File: src/rtl/lic_pkg.sv
package lic_pkg;
   localparam int unsigned WORD_SEL_W = 10;
   localparam logic [WORD_SEL_W-1:0] OFS_IDENT   = 10'd0;
   localparam logic [WORD_SEL_W-1:0] OFS_PENDING = 10'd1;
   localparam logic [WORD_SEL_W-1:0] OFS_CURRENT = 10'd2;
   localparam logic [WORD_SEL_W-1:0] OFS_MASKALL = 10'd3;
   localparam logic [WORD_SEL_W-1:0] OFS_MASKONE = 10'd4;
   localparam logic [WORD_SEL_W-1:0] OFS_OPENONE = 10'd5;
   localparam logic [31:0] NONE_ACTIVE = 32'hFFFF_FFFF;
endpackage

File: src/rtl/lic_enable_bank.sv
module lic_enable_bank #(
   parameter int unsigned N_SRC = 64
) (
   input  logic             clk,
   input  logic             rst_n,
   input  logic             clr_all,
   input  logic             clr_one,
   input  logic             set_one,
   input  logic [31:0]      sel,
   output logic [N_SRC-1:0] en_d,
   output logic [N_SRC-1:0] en_q
);
   for (genvar g = 0; g < N_SRC; g++) begin : g_bit
      logic hit;
      assign hit = (sel == 32'(g));
      always_comb begin
         en_d[g] = en_q[g];
         if (clr_all)             en_d[g] = 1'b0;
         else if (set_one && hit) en_d[g] = 1'b1;
         else if (clr_one && hit) en_d[g] = 1'b0;
      end
      always_ff @(posedge clk) begin
         if (!rst_n) en_q[g] <= 1'b0;
         else        en_q[g] <= en_d[g];
      end
   end

   // a global disable leaves no enable behind
   p_clear_all_r5: assert property (@(posedge clk) disable iff (!rst_n)
      clr_all |=> (en_q == '0));
   // an index at or above N_SRC must not touch any enable
   p_oob_ignored_r8: assert property (@(posedge clk) disable iff (!rst_n)
      ((set_one || clr_one) && !clr_all && (sel >= 32'(N_SRC))) |=> $stable(en_q));
endmodule

File: src/rtl/lic_popcount.sv
module lic_popcount #(
   parameter int unsigned N_SRC = 64,
   parameter int unsigned CW    = 7
) (
   input  logic [N_SRC-1:0] vec,
   output logic [CW-1:0]    cnt
);
   always_comb begin
      cnt = '0;
      for (int i = 0; i < N_SRC; i++) cnt = cnt + CW'(vec[i]);
   end
endmodule

File: src/rtl/lic_lowest.sv
module lic_lowest #(
   parameter int unsigned N_SRC = 64,
   parameter int unsigned IW    = 6
) (
   input  logic             clk,
   input  logic             rst_n,
   input  logic [N_SRC-1:0] vec,
   output logic             found,
   output logic [IW-1:0]    idx
);
   if (N_SRC == 1) begin : g_single
      assign found = vec[0];
      assign idx   = '0;
   end else begin : g_scan
      always_comb begin
         found = 1'b0;
         idx   = '0;
         for (int i = N_SRC - 1; i >= 0; i--) begin
            if (vec[i]) begin
               found = 1'b1;
               idx   = IW'(i);
            end
         end
      end
   end

   logic [N_SRC-1:0] below_mask;
   always_comb begin
      below_mask = '0;
      for (int i = 0; i < N_SRC; i++) below_mask[i] = (32'(i) < 32'(idx));
   end

   // a reported line is active and nothing lower is
   p_lowest_active_r4: assert property (@(posedge clk) disable iff (!rst_n)
      found |-> (vec[idx] && ((vec & below_mask) == '0)));
   p_none_means_empty_r4: assert property (@(posedge clk) disable iff (!rst_n)
      !found |-> (vec == '0));
endmodule

File: src/rtl/lvl_irq_ctrl.sv
module lvl_irq_ctrl
   import lic_pkg::*;
#(
   parameter int unsigned N_SRC   = 64,
   parameter logic [31:0] ID_WORD = 32'h1C0A_0001,
   parameter int unsigned AW      = 32
) (
   input  logic             clk,
   input  logic             rst_n,
   input  logic [N_SRC-1:0] irq_in,
   input  logic [AW-1:0]    bus_addr,
   input  logic             bus_wr,
   input  logic [31:0]      bus_wdata,
   output logic [31:0]      bus_rdata,
   output logic             irq_out
);
   localparam int unsigned CW = $clog2(N_SRC + 1);
   localparam int unsigned IW = (N_SRC > 1) ? $clog2(N_SRC) : 1;

   if (N_SRC < 1 || N_SRC > 4096) begin : g_bad_n
      $error("N_SRC must lie in 1..4096");
   end
   if (AW < 12) begin : g_bad_aw
      $error("AW must cover the 12-bit register window");
   end

   logic [WORD_SEL_W-1:0] word;
   assign word = bus_addr[11:2];

   logic do_clr_all, do_clr_one, do_set_one;
   assign do_clr_all = bus_wr && (word == OFS_MASKALL);
   assign do_clr_one = bus_wr && (word == OFS_MASKONE);
   assign do_set_one = bus_wr && (word == OFS_OPENONE);

   logic [N_SRC-1:0] en_d, en_q, lvl_q;
   lic_enable_bank #(.N_SRC(N_SRC)) u_bank (
      .clk(clk), .rst_n(rst_n), .clr_all(do_clr_all), .clr_one(do_clr_one),
      .set_one(do_set_one), .sel(bus_wdata), .en_d(en_d), .en_q(en_q));

   logic [CW-1:0] cnt_d, cnt_q;
   lic_popcount #(.N_SRC(N_SRC), .CW(CW)) u_pop (
      .vec(irq_in & en_d), .cnt(cnt_d));

   always_ff @(posedge clk) begin
      if (!rst_n) begin
         lvl_q <= '0;
         cnt_q <= '0;
      end else begin
         lvl_q <= irq_in;
         cnt_q <= cnt_d;
      end
   end

   logic          cur_found;
   logic [IW-1:0] cur_idx;
   lic_lowest #(.N_SRC(N_SRC), .IW(IW)) u_low (
      .clk(clk), .rst_n(rst_n), .vec(lvl_q & en_q),
      .found(cur_found), .idx(cur_idx));

   assign irq_out = (cnt_q != '0);

   always_comb begin
      unique case (word)
         OFS_IDENT:   bus_rdata = ID_WORD;
         OFS_PENDING: bus_rdata = 32'(cnt_q);
         OFS_CURRENT: bus_rdata = cur_found ? 32'(cur_idx) : NONE_ACTIVE;
         default:     bus_rdata = '0;
      endcase
   end

   // request agrees with the independent lowest-line finder
   p_req_vs_finder_r10: assert property (@(posedge clk) disable iff (!rst_n)
      irq_out == cur_found);
   // an in-range enable write sets the addressed bit
   p_enable_sets_r6: assert property (@(posedge clk) disable iff (!rst_n)
      (do_set_one && (bus_wdata < 32'(N_SRC))) |=> en_q[$past(bus_wdata[IW-1:0])]);
   // count reads zero after a global disable
   p_count_zero_r5: assert property (@(posedge clk) disable iff (!rst_n)
      do_clr_all |=> (cnt_q == '0));
endmodule

File: config.mk
export PLATFORM = sky130hd
export DESIGN_NAME = lvl_irq_ctrl
export DESIGN_NICKNAME = d
export VERILOG_FILES = /design/src/rtl/lic_pkg.sv /design/src/rtl/lic_enable_bank.sv /design/src/rtl/lic_popcount.sv /design/src/rtl/lic_lowest.sv /design/src/rtl/lvl_irq_ctrl.sv
export SDC_FILE = /design/constraint.sdc
export NUM_CORES = 1
export LEC_CHECK = 0
export BUFFER_PORTS_ARGS = -buffer_cell sky130_fd_sc_hd__buf_2
export CAP_MARGIN = 25
export CORE_UTILIZATION = 42
export CTS_BUF_LIST = sky130_fd_sc_hd__clkbuf_2
export CTS_CLUSTER_SIZE = 25
export DETAILED_ROUTE_END_ITERATION = 8
export GPL_TIMING_DRIVEN = 0
export PLACE_DENSITY = 0.7
export RECOVER_POWER = 50
export SLEW_MARGIN = 40
export SYNTH_ARGS = -nofsm -noshare
export SYNTH_HDL_FRONTEND = slang
export SYNTH_SLANG_ARGS = --single-unit
File: constraint.sdc
create_clock -name clk -period 24.3 [get_ports clk]
set_input_delay 2.43 -clock clk [delete_from_list [all_inputs] [get_ports clk]]
set_output_delay 2.43 -clock clk [all_outputs]
set_load 0.005 [all_outputs]
==> results of run 1 <==
==> cell families (layout without fill, tap and decap cells) <==
logic type | after synthesis | count (layout) | share of synthesized area (%)
flip-flops | 135 | 135 | 32.53
XOR/XNOR | 3 | 3 | 0.3164
AO/OA/AOI/OAI | 299 | 299 | 22.83
other | 0 | 1 | 0
AND/OR/NAND/NOR | 340 | 340 | 22.10
adder cells (fa/ha/maj) | 70 | 70 | 15.42
buffers and inverters | 126 | 299 | 6.793
==> worst max-delay path, delay by kind of cell <==
kind / cells / cell delay (ns)
adders and majority gates: 11 / 5.28
and+or+nand+nor: 7 / 2.47
AOI/OAI and AO/OA: 5 / 0.87
buffers and inverters: 4 / 0.54
==> area by class of cell <==
| class | count | share of cell area [%] |
|---|---|---|
| multi-input combinational | 712 | 52.55 |
| clock buffer | 18 | 0.9407 |
| inverter | 56 | 2.195 |
| tap | 265 | 3.462 |
| antenna | 1 | 0.02613 |
| timing repair buffer | 141 | 7.356 |
| sequential | 135 | 28.22 |
| clock inverter | 14 | 1.568 |
| buffer | 70 | 3.684 |
==> power groups by stage <==
stage	logic [mW]	registers [mW]	clock network [mW]
6_report	0.0239	0.231	0.143
2_1_floorplan	0.00880	0.234	0
3_5_place_dp	0.0238	0.235	0
5_1_grt	0.0258	0.232	0.152
4_1_cts	0.0239	0.231	0.141
3_3_place_gp	0.0234	0.235	0
==> state kept, by name, indices dropped and copies added, names as in the netlist <==
| name | count |
|---|---|
| lvl_q | 64 |
| u_bank.en_q | 64 |
| cnt_q | 7 |
==> layout by cell type, fill, tap and decap left out, types with 6 or more instances in the layout <==
master	netlist	layout
nand4b_1	8	8
a22o_1	19	19
nand3_1	15	15
nor4_1	13	14
buf_4	24	24
or4_1	4	6
o22ai_1	92	92
and2_1	94	69
inv_1	56	56
a22oi_1	17	17
nor2_1	28	28
buf_2	1	140
a32o_1	6	6
fa_1	54	54
and2_0	0	25
clkbuf_1	45	47
dfxtp_1	135	135
clkbuf_2	0	18
nand2_1	119	119
nand4_1	12	12
o21ai_0	67	67
ha_1	16	16
a21o_1	6	6
a21oi_1	48	48
==> worst paths after layout <==
kind	endpoint	startpoint	cells past startpoint	slack [ns]
worst min register to register	u_bank.en_q[5]$_SDFF_PN0_	u_bank.en_q[5]$_SDFF_PN0_	2	0.54
worst max-delay path	cnt_q[6]$_SDFF_PN0_	bus_addr[9]	27	13.43
worst max register to register	cnt_q[6]$_SDFF_PN0_	u_bank.en_q[1]$_SDFF_PN0_	22	17.39
worst min-delay path	u_bank.en_q[5]$_SDFF_PN0_	u_bank.en_q[5]$_SDFF_PN0_	2	0.54
==> stage by stage <==
| step | instance area, um2 | total power [mW] |
|---|---|---|
| 4_1_cts | 9590 | 0.3961 |
| 6_report | 9577 | 0.3980 |
| 3_5_place_dp | 9350 | 0.2591 |
| 2_1_floorplan | 8307 | 0.2430 |
| 3_3_place_gp | 9344 | 0.2586 |
| 5_1_grt | 9577 | 0.4093 |
==> metal layers <==
metal  wire length (um)  part of all wire (%)  track usage [%]  vias up
li1                   -                     -                -     3807
met1              12530                    41            41.50     3991
met2              13040                    43            45.30      581
met3               3373                    11            6.338       97
met4               1663                   5.4            16.64        0
met5                  0                     0                0        -
==> impl_results.md, run 1 <==
* Outcome: finished, final reports clean
* Min-delay worst type: reg2reg
* Setup ws final at 13.43 ns
* Skew-Pair Late Insertion Delay at 0.81 ns
* Iter 0 DRT Violations at 1,051
* Largest area contributor in the netlist: dfxtp_1
* Dpl cells at 1,379
* Worst EP arrival at 11.59 ns
* Fraction of registers with async set/reset at 0%
* Root buf cell: clkbuf_2
* Initial antenna violation count at 1
* Vias per inst at 6.003
* Switching part of the total at 27.99%
* Area occupied by multi-input gates at 5032 um2
* Cts bufs inserted at 17
* Remaining Overflow, GRT at 0
* RSZ-0062 raised after global routing: no
* Post-synth EDFFs at 0
* Kind of critical path: in2reg
* Period utilisation layout at 44.74%
* Worst stage delay on the critical path at 0.96 ns
* Critical path data required time at 25.02 ns
* Max-slew violation count at 0
* Synth unique cells at 64
* Vias in the first global route at 7,578
* Sequential share of the synthesized area at 32.54%
* Clk_skew at 0.02606 ns
* Logic pwr share at 6.0%
* Sequential cell area at 2703 um2
* Port Buffer Count at 141
* Psw at 111.4 uW
* Power density over the cells at 41.56 nW/um2
* First-pass GRT wire length at 44,530 um
* Die width at 142.6 um
* Synth top area cells: dfxtp_1, fa_1, and2_1, o22ai_1, nand2_1
* Setup bufs post-CTS at 0
* Critical path endpoint category: register
* Clock Path Buffers at 2
* Synth warn at 0
* Fin util at 49.37%
* Final ANT Viol Nets at 0
* Synth Instances at 973
* Post-CTS Hold Buffers at 0
* Finished Layout Cells at 1,412
* Post-place setup slack at 13.07 ns
* Largest net degree at the start of global routing at 22
* Final nets at 1,334
* Relative slew slack at 21.58%
* Clock network fraction of total power at 35.9%
* Core area at 19,400 um2
* Syn_nets at 1,174
* Starting Density at 42.82%
* Worst slew pin tran at 1.166 ns
* Top-count cell post-synth: dfxtp_1
* Max Clk Rate at 0.09199 GHz
* Total GRT Usage at 30.54%
* Max cap viols at 0
* DRC viols at 0
* Peak supply drop at 0.03046 mV
* Top Ports at 164
* Mean post-synth cell area at 8.537 um2
* Startpoint class of the critical path: input port
* Final hold violations at 0
* Leak at 3.971 nW
* PostCTS Resize Cnt at 0
* Max stage delay cell, worst path: nor4_1
* Cell Area, Synth at 8307 um2
* Top cell type's share of synthesized area at 32.54%
* Vias at 8,476
* Most frequent cells after synthesis: dfxtp_1, nand2_1, and2_1
* CTS tree: done
* Depth of the CTS H-tree at 4
* Share of layout cells above drive strength 1 at 18.24%
* Worst path most repeated cell: fa_1
* Most used DFF post-synth: dfxtp_1
* Die area at 20,340 um2
* Worst-path fanout max at 10
* DP Wirelength at 23,890 um
* CTS Sinks at 135
* Final setup viols at 0
* Setup_tns at 0 ns
* Avg WL per Cell at 21.68 um
* FILL cells at 1,984
* DRT Pass-1 Iters at 8
* Worst hold slack at 0.5407 ns
* Tmin final at 10.87 ns
* Pint at 286.6 uW
* Placer's final routability congestion estimate at 0.9710
* Area grow syn2layout at 15.29%
* Die height at 142.6 um
* Register bit total from synthesis at 135
* Clock slew at reported path FFs at 0.21 ns
* # rows at 51
* Routed WL at 30,610 um
* Register share of total power at 58.1%
(Power assumes the default switching activity.)
==> run 2: changes to the inputs <==
--- a/config.mk
+++ b/config.mk
@@ -12,7 +12,7 @@
 export CTS_CLUSTER_SIZE = 25
 export DETAILED_ROUTE_END_ITERATION = 8
 export GPL_TIMING_DRIVEN = 0
-export PLACE_DENSITY = 0.7
+export PLACE_DENSITY = 0.72
 export RECOVER_POWER = 50
 export SLEW_MARGIN = 40
 export SYNTH_ARGS = -nofsm -noshare
==> constraint.sdc (replaced) <==
create_clock -name clk -period 9.2 [get_ports clk]
set_input_delay 0.92 -clock clk [delete_from_list [all_inputs] [get_ports clk]]
set_output_delay 0.92 -clock clk [all_outputs]
set_load 0.005 [all_outputs]
==> run 2 against run 1 <==
Effect of this change: clock-buffer cell count is the same; die area unchanged; clock skew increased by 0.014 ns; clock power grew to 2.7 times the previous value.
==> impl_results.md, run 2 (synthesized netlist as in run 1, its figures left out) <==
* Hold Crit Start: irq_in[1]
* Worst-path fanout max at 10
* Reg2Reg Launch Point: u_bank.en_q[16]$_SDFF_PN0_
* Outcome: finished, final reports clean
* Worst path most repeated cell: fa_1
* Most frequent cells in the layout: buf_2, dfxtp_1, nand2_1
* Routed WL at 30,290 um
* Biggest regs: lvl_q: 64 flops, u_bank.en_q: 64 flops, cnt_q: 7 flops
* Worst reg-to-reg setup slack at 2.26 ns
* Vias in the first global route at 7,653
* Psw at 282.0 uW
* Leak at 3.986 nW
* Cell depth of the worst flop-to-flop path at 22
* Reg-to-Reg End: cnt_q[6]$_SDFF_PN0_
* CTS tree: done
* Hold depth at 2
* Die area at 20,340 um2
* Clock slew at reported path FFs at 0.22 ns
* Port Buffer Count at 141
* Tmin final at 8.994 ns
* # rows at 51
* First-pass GRT wire length at 44,460 um
* Depth of the CTS H-tree at 4
* Kind of critical path: in2reg
* Final setup viols at 0
* Iter 0 DRT Violations at 987
* Worst hold slack at 0.3521 ns
* CTS Sinks at 135
* Share of layout cells above drive strength 1 at 18.55%
* Placer's final routability congestion estimate at 1.004
* Switching part of the total at 26.59%
* Setup_tns at 0 ns
* Root buf cell: clkbuf_2
* DP Wirelength at 23,890 um
* Max cap viols at 0
* Skew-Pair Late Insertion Delay at 0.77 ns
* Final ANT Viol Nets at 0
* RSZ-0062 raised after global routing: no
* Avg WL per Cell at 21.42 um
* Initial antenna violation count at 1
* Clock network fraction of total power at 36.4%
* Vias at 8,409
* Total GRT Usage at 30.26%
* Power density over the cells at 110.0 nW/um2
* Worst stage delay on the critical path at 0.63 ns
* Largest net degree at the start of global routing at 22
* Max Clk Rate at 0.1112 GHz
* Critical path data required time at 9.91 ns
* Register share of total power at 57.5%
* Most common cell after layout, fill and taps aside: buf_2
* Pint at 778.8 uW
* Worst slew pin tran at 0.8883 ns
* Peak supply drop at 0.05563 mV
* Die width at 142.6 um
* Remaining Overflow, GRT at 0
* Vias per inst at 5.947
* WHS Endpoint: lvl_q[1]$_SDFF_PN0_
* Fin util at 49.71%
* Max-slew violation count at 0
* Max stage delay cell, worst path: nor4_2
* Min-delay worst type: in2reg
* Logic pwr share at 6.0%
* Period utilisation layout at 97.76%
* DRT Pass-1 Iters at 8
* Clock Path Buffers at 2
* Cts bufs inserted at 17
* Final nets at 1,336
* Top Ports at 164
* Core area at 19,400 um2
* Clk_skew at 0.03975 ns
* Worst EP arrival at 9.70 ns
* Die height at 142.6 um
* Area grow syn2layout at 16.09%
* Final hold violations at 0
* Startpoint class of the critical path: input port
* Starting Density at 42.82%
* Relative slew slack at 40.78%
* Critical path endpoint category: register
* DRC viols at 0
==> run 2: cell types whose count changed in the layout (fill, tap and decap cells not counted), moves of 2 or more <==
cell | previous run | this run
and2_0 | 25 | 33
and2_1 | 69 | 61
nor4_1 | 14 | 11
nor4_2 | 1 | 4
buf_2 | 140 | 138
clkbuf_1 | 47 | 49
clkinv_1 | 1 | 3
clkinv_4 | 4 | 2
inv_6 | 3 | 1
or4_1 | 6 | 4
or4_4 | 1 | 3
==> run 2: worst max-delay path by stage <==
| stage | depth (start not counted) | slack (ns) | endpoint | start |
|---|---|---|---|---|
| 2_1_floorplan | 26 | 0.41 | cnt_q[6]$_SDFF_PN0_ | bus_wdata[11] |
| 3_3_place_gp | 27 | -0.53 | cnt_q[6]$_SDFF_PN0_ | bus_addr[9] |
| 3_5_place_dp | 27 | -0.53 | cnt_q[6]$_SDFF_PN0_ | bus_addr[9] |
| 4_1_cts | 27 | 0.29 | cnt_q[6]$_SDFF_PN0_ | bus_addr[9] |
| 5_1_grt | 27 | 0.006 | cnt_q[6]$_SDFF_PN0_ | bus_wdata[24] |
| 6_report | 27 | 0.21 | cnt_q[6]$_SDFF_PN0_ | bus_addr[9] |
==> run 2: timing repair <==
| action | in CTS | in global routing |
|---|---|---|
| gates resized for setup | 0 | 1 |
| buffers inserted | 0 | 2 |
| hold buffers | 0 | 0 |
| setup endpoints to repair | 0 | 1 |
==> run 2: layout make-up <==
| type | count | area (um2) |
|---|---|---|
| fill | 1958 | 9756 |
| multi-input combinational | 712 | 5066 |
| sequential | 135 | 2703 |
| timing repair buffer | 143 | 729.5 |
| buffer | 70 | 352.8 |
| tap | 265 | 331.6 |
| inverter | 56 | 210.2 |
| clock inverter | 14 | 157.7 |
| clock buffer | 18 | 90.09 |
| antenna | 1 | 2.502 |
==> run 2: power by group through the flow <==
stage	registers [mW]	logic, mW	clock network, mW
after floorplan	0.619	0.0232	0
after global placement	0.621	0.0618	0
after detailed placement	0.621	0.0630	0
after CTS	0.610	0.0632	0.385
after global routing	0.612	0.0692	0.411
final	0.610	0.0641	0.387
==> run 2: worst max-delay path, delay by kind of cell <==
kind	cells	cell delay [ns]
buffers and inverters	4	0.55
AO/OA/AOI/OAI	5	0.90
AND/OR/NAND/NOR	7	2.03
adder cells (fa/ha/maj)	11	5.27
==> run 2: metrics by stage <==
stage | instances | power (mW) | instance area, um2 | setup slack, ns
after floorplan | 973 | 0.6418 | 8307 | 0.4131
after CTS | 1411 | 1.058 | 9592 | 0.2857
after global routing | 1414 | 1.092 | 9643 | 0.005741
after global placement | 1379 | 0.6829 | 9344 | -0.5253
after detailed placement | 1379 | 0.6841 | 9344 | -0.5305
final | 1414 | 1.061 | 9643 | 0.2057
==> run 2: metal layers <==
metal	part of all wire (%)	up-vias	track usage, %
met1	40	3995	39.80
met3	11	77	7.411
met2	44	523	47.03
met5	0	-	0
met4	4.4	0	13.30
li1	-	3814	-
==> run 3: changes to the inputs <==
--- a/config.mk
+++ b/config.mk
@@ -7,6 +7,7 @@
 export LEC_CHECK = 0
 export BUFFER_PORTS_ARGS = -buffer_cell sky130_fd_sc_hd__buf_2
 export CAP_MARGIN = 25
+export CORE_ASPECT_RATIO = 0.8
 export CORE_UTILIZATION = 42
 export CTS_BUF_LIST = sky130_fd_sc_hd__clkbuf_2
 export CTS_CLUSTER_SIZE = 25
@@ -14,7 +15,7 @@
 export GPL_TIMING_DRIVEN = 0
 export PLACE_DENSITY = 0.72
 export RECOVER_POWER = 50
-export SLEW_MARGIN = 40
+export SLEW_MARGIN = 20
 export SYNTH_ARGS = -nofsm -noshare
 export SYNTH_HDL_FRONTEND = slang
 export SYNTH_SLANG_ARGS = --single-unit
==> constraint.sdc (replaced) <==
create_clock -name clk -period 8 [get_ports clk]
set_input_delay 0.8 -clock clk [delete_from_list [all_inputs] [get_ports clk]]
set_output_delay 0.8 -clock clk [all_outputs]
set_load 0.005 [all_outputs]
==> run 3 against run 2 <==
Effect of this change: the flow now finishes with violations (setup timing); sequential share of layout area is 0.98 points lower; combinational power grew 20%; register-to-register slack worse by 1.1 ns; first-iteration DRC count grew 3.1%; global-route usage grew 0.20 points; setup slack got worse by 0.46 ns; clock skew is 0.0037 ns lower; clock-buffer cell count stayed put.
==> impl_results.md, run 3 (synthesized netlist as in run 1, its figures left out) <==
* Core area at 19,140 um2
* Max cap viols at 0
* Clock slew at reported path FFs at 0.27 ns
* Kind of critical path: in2reg
* Power density over the cells at 119.9 nW/um2
* Post-place setup slack at -1.602 ns
* Worst slew pin tran at 0.9503 ns
* Dpl cells at 1,372
* Fin util at 52.20%
* Period utilisation layout at 103.1%
* Outcome: complete, but fails checks
* Vias per inst at 5.954
* Max Clk Rate at 0.1212 GHz
* Worst stage delay on the critical path at 0.56 ns
* Worst path most repeated cell: fa_1
* Die area at 20,350 um2
* DRC viols at 0
* CTS tree: done
* Critical path endpoint category: register
* Final nets at 1,358
* Die height at 127.8 um
* Relative slew slack at 35.84%
* Critical path data required time at 8.64 ns
* RSZ-0062 raised after global routing: yes
* Initial antenna violation count at 0
* Vias in the first global route at 7,742
* Reg-to-Reg End: cnt_q[6]$_SDFF_PN0_
* Reg2Reg Launch Point: u_bank.en_q[52]$_SDFF_PN0_
* Biggest regs: lvl_q: 64 flops, u_bank.en_q: 64 flops, cnt_q: 7 flops
* Pwr Total at 1.198 mW
* WHS Endpoint: lvl_q[17]$_SDFF_PN0_
* Cell depth of the worst flop-to-flop path at 24
* Worst reg-to-reg setup slack at 1.17 ns
* Final ANT Viol Nets at 0
* Top Ports at 164
* Die width at 159.2 um
* First-pass GRT wire length at 45,080 um
* Max stage delay cell, worst path: or4b_4
* Final hold violations at 0
* Setup_tns at -0.5308 ns
* Skew-Pair Late Insertion Delay at 0.77 ns
* Cts bufs inserted at 17
* Met2 Wirelength at 12,480 um
* Routed WL at 31,120 um
* CTS Sinks at 135
* Finished Layout Cells at 1,428
* Delay-heaviest family, CP: adder cells
* Area grow syn2layout at 20.29%
* DRT Pass-1 Iters at 9
* Avg WL per Cell at 21.79 um
* Antenna cell count at 0
* Most common cell after layout, fill and taps aside: buf_2
* Clock Path Buffers at 2
* Total GRT Usage at 30.45%
* Setup ws final at -0.2496 ns
* DP Wirelength at 24,380 um
* Min-delay worst type: in2reg
* Metal3 WL at 4216 um
* Depth of the CTS H-tree at 4
* Worst EP arrival at 8.89 ns
* Port Buffer Count at 141
* Max-slew violation count at 0
* Final setup viols at 3
* Vias at 8,503
* Tmin final at 8.250 ns
* Worst-path fanout max at 5
* Hold Crit Start: irq_in[17]
* CP bufs+invs at 4
* Placer's final routability congestion estimate at 0.9974
* Max Used Layer: met4
* Most frequent cells in the layout: buf_2, dfxtp_1, nand2_1
* Iter 0 DRT Violations at 1,018
* # rows at 45
* Starting Density at 43.39%
* Hold depth at 2
* Leak at 4.195 nW
* Remaining Overflow, GRT at 0
* Root buf cell: clkbuf_2
* Peak supply drop at 0.06937 mV
* Largest net degree at the start of global routing at 22
* Startpoint class of the critical path: input port
* Clk_skew at 0.03604 ns
* WL met1 at 13,070 um
* Share of layout cells above drive strength 1 at 24.02%
* Failing checks: setup timing
-- run 3: cell types whose count changed in the layout (fill, tap and decap cells not counted), moves of 4 or more --
cell | previous run | this run
buf_4 | 25 | 48
clkbuf_1 | 49 | 30
clkbuf_2 | 18 | 27
nand2_1 | 119 | 114
nand2_2 | 0 | 5
o21ai_0 | 67 | 62
o21ai_1 | 5 | 9
-- run 3: routing by layer --
layer / up-vias / global-route usage, %
met5: - / 0
met4: 0 / 13.80
met3: 83 / 10.97
met2: 592 / 42.91
met1: 3968 / 41.50
li1: 3860 / -
-- run 3: layout make-up --
class,count,area [um2]
buffer,68,396.6
tap,258,322.8
timing repair buffer,167,927.1
clock inverter,14,141.4
fill,1910,9151
inverter,56,210.2
sequential,135,2703
clock buffer,18,90.09
multi-input combinational,712,5201
-- run 3: worst max-delay path by stage --
stage | start | to | cells past startpoint | slack, ns
3_3_place_gp | bus_addr[9] | cnt_q[4]$_SDFF_PN0_ | 26 | -1.56
5_1_grt | bus_wdata[11] | cnt_q[6]$_SDFF_PN0_ | 27 | -0.36
4_1_cts | bus_wdata[11] | cnt_q[6]$_SDFF_PN0_ | 27 | -0.18
3_5_place_dp | bus_addr[9] | cnt_q[4]$_SDFF_PN0_ | 26 | -1.60
2_1_floorplan | bus_wdata[11] | cnt_q[6]$_SDFF_PN0_ | 26 | -0.40
6_report | bus_wdata[11] | cnt_q[6]$_SDFF_PN0_ | 27 | -0.25
-- run 3: through the flow --
| stage | instance area (um2) | hold WS (ns) |
|---|---|---|
| 2_1_floorplan | 8333 | 0.4711 |
| 3_3_place_gp | 9361 | 0.4935 |
| 3_5_place_dp | 9361 | 0.5031 |
| 4_1_cts | 9802 | 0.2073 |
| 5_1_grt | 9992 | 0.2043 |
| 6_report | 9992 | 0.2266 |
-- run 3: report_power, final --
group	switching (mW)	leakage, nW	internal (mW)	total [mW]
combinational	0.0439	2.95	0.0332	0.0771
clock	0.295	0.141	0.123	0.419
sequential	0.0105	1.10	0.691	0.702
-- run 3: timing repair --
action / CTS / global route
pin swaps: 17 / 7
hold buffers: 0 / 0
endpoints found under the setup margin: 6 / 6
buffers inserted: 17 / 7
gates cloned: 0 / 1
gates resized for setup: 25 / 42
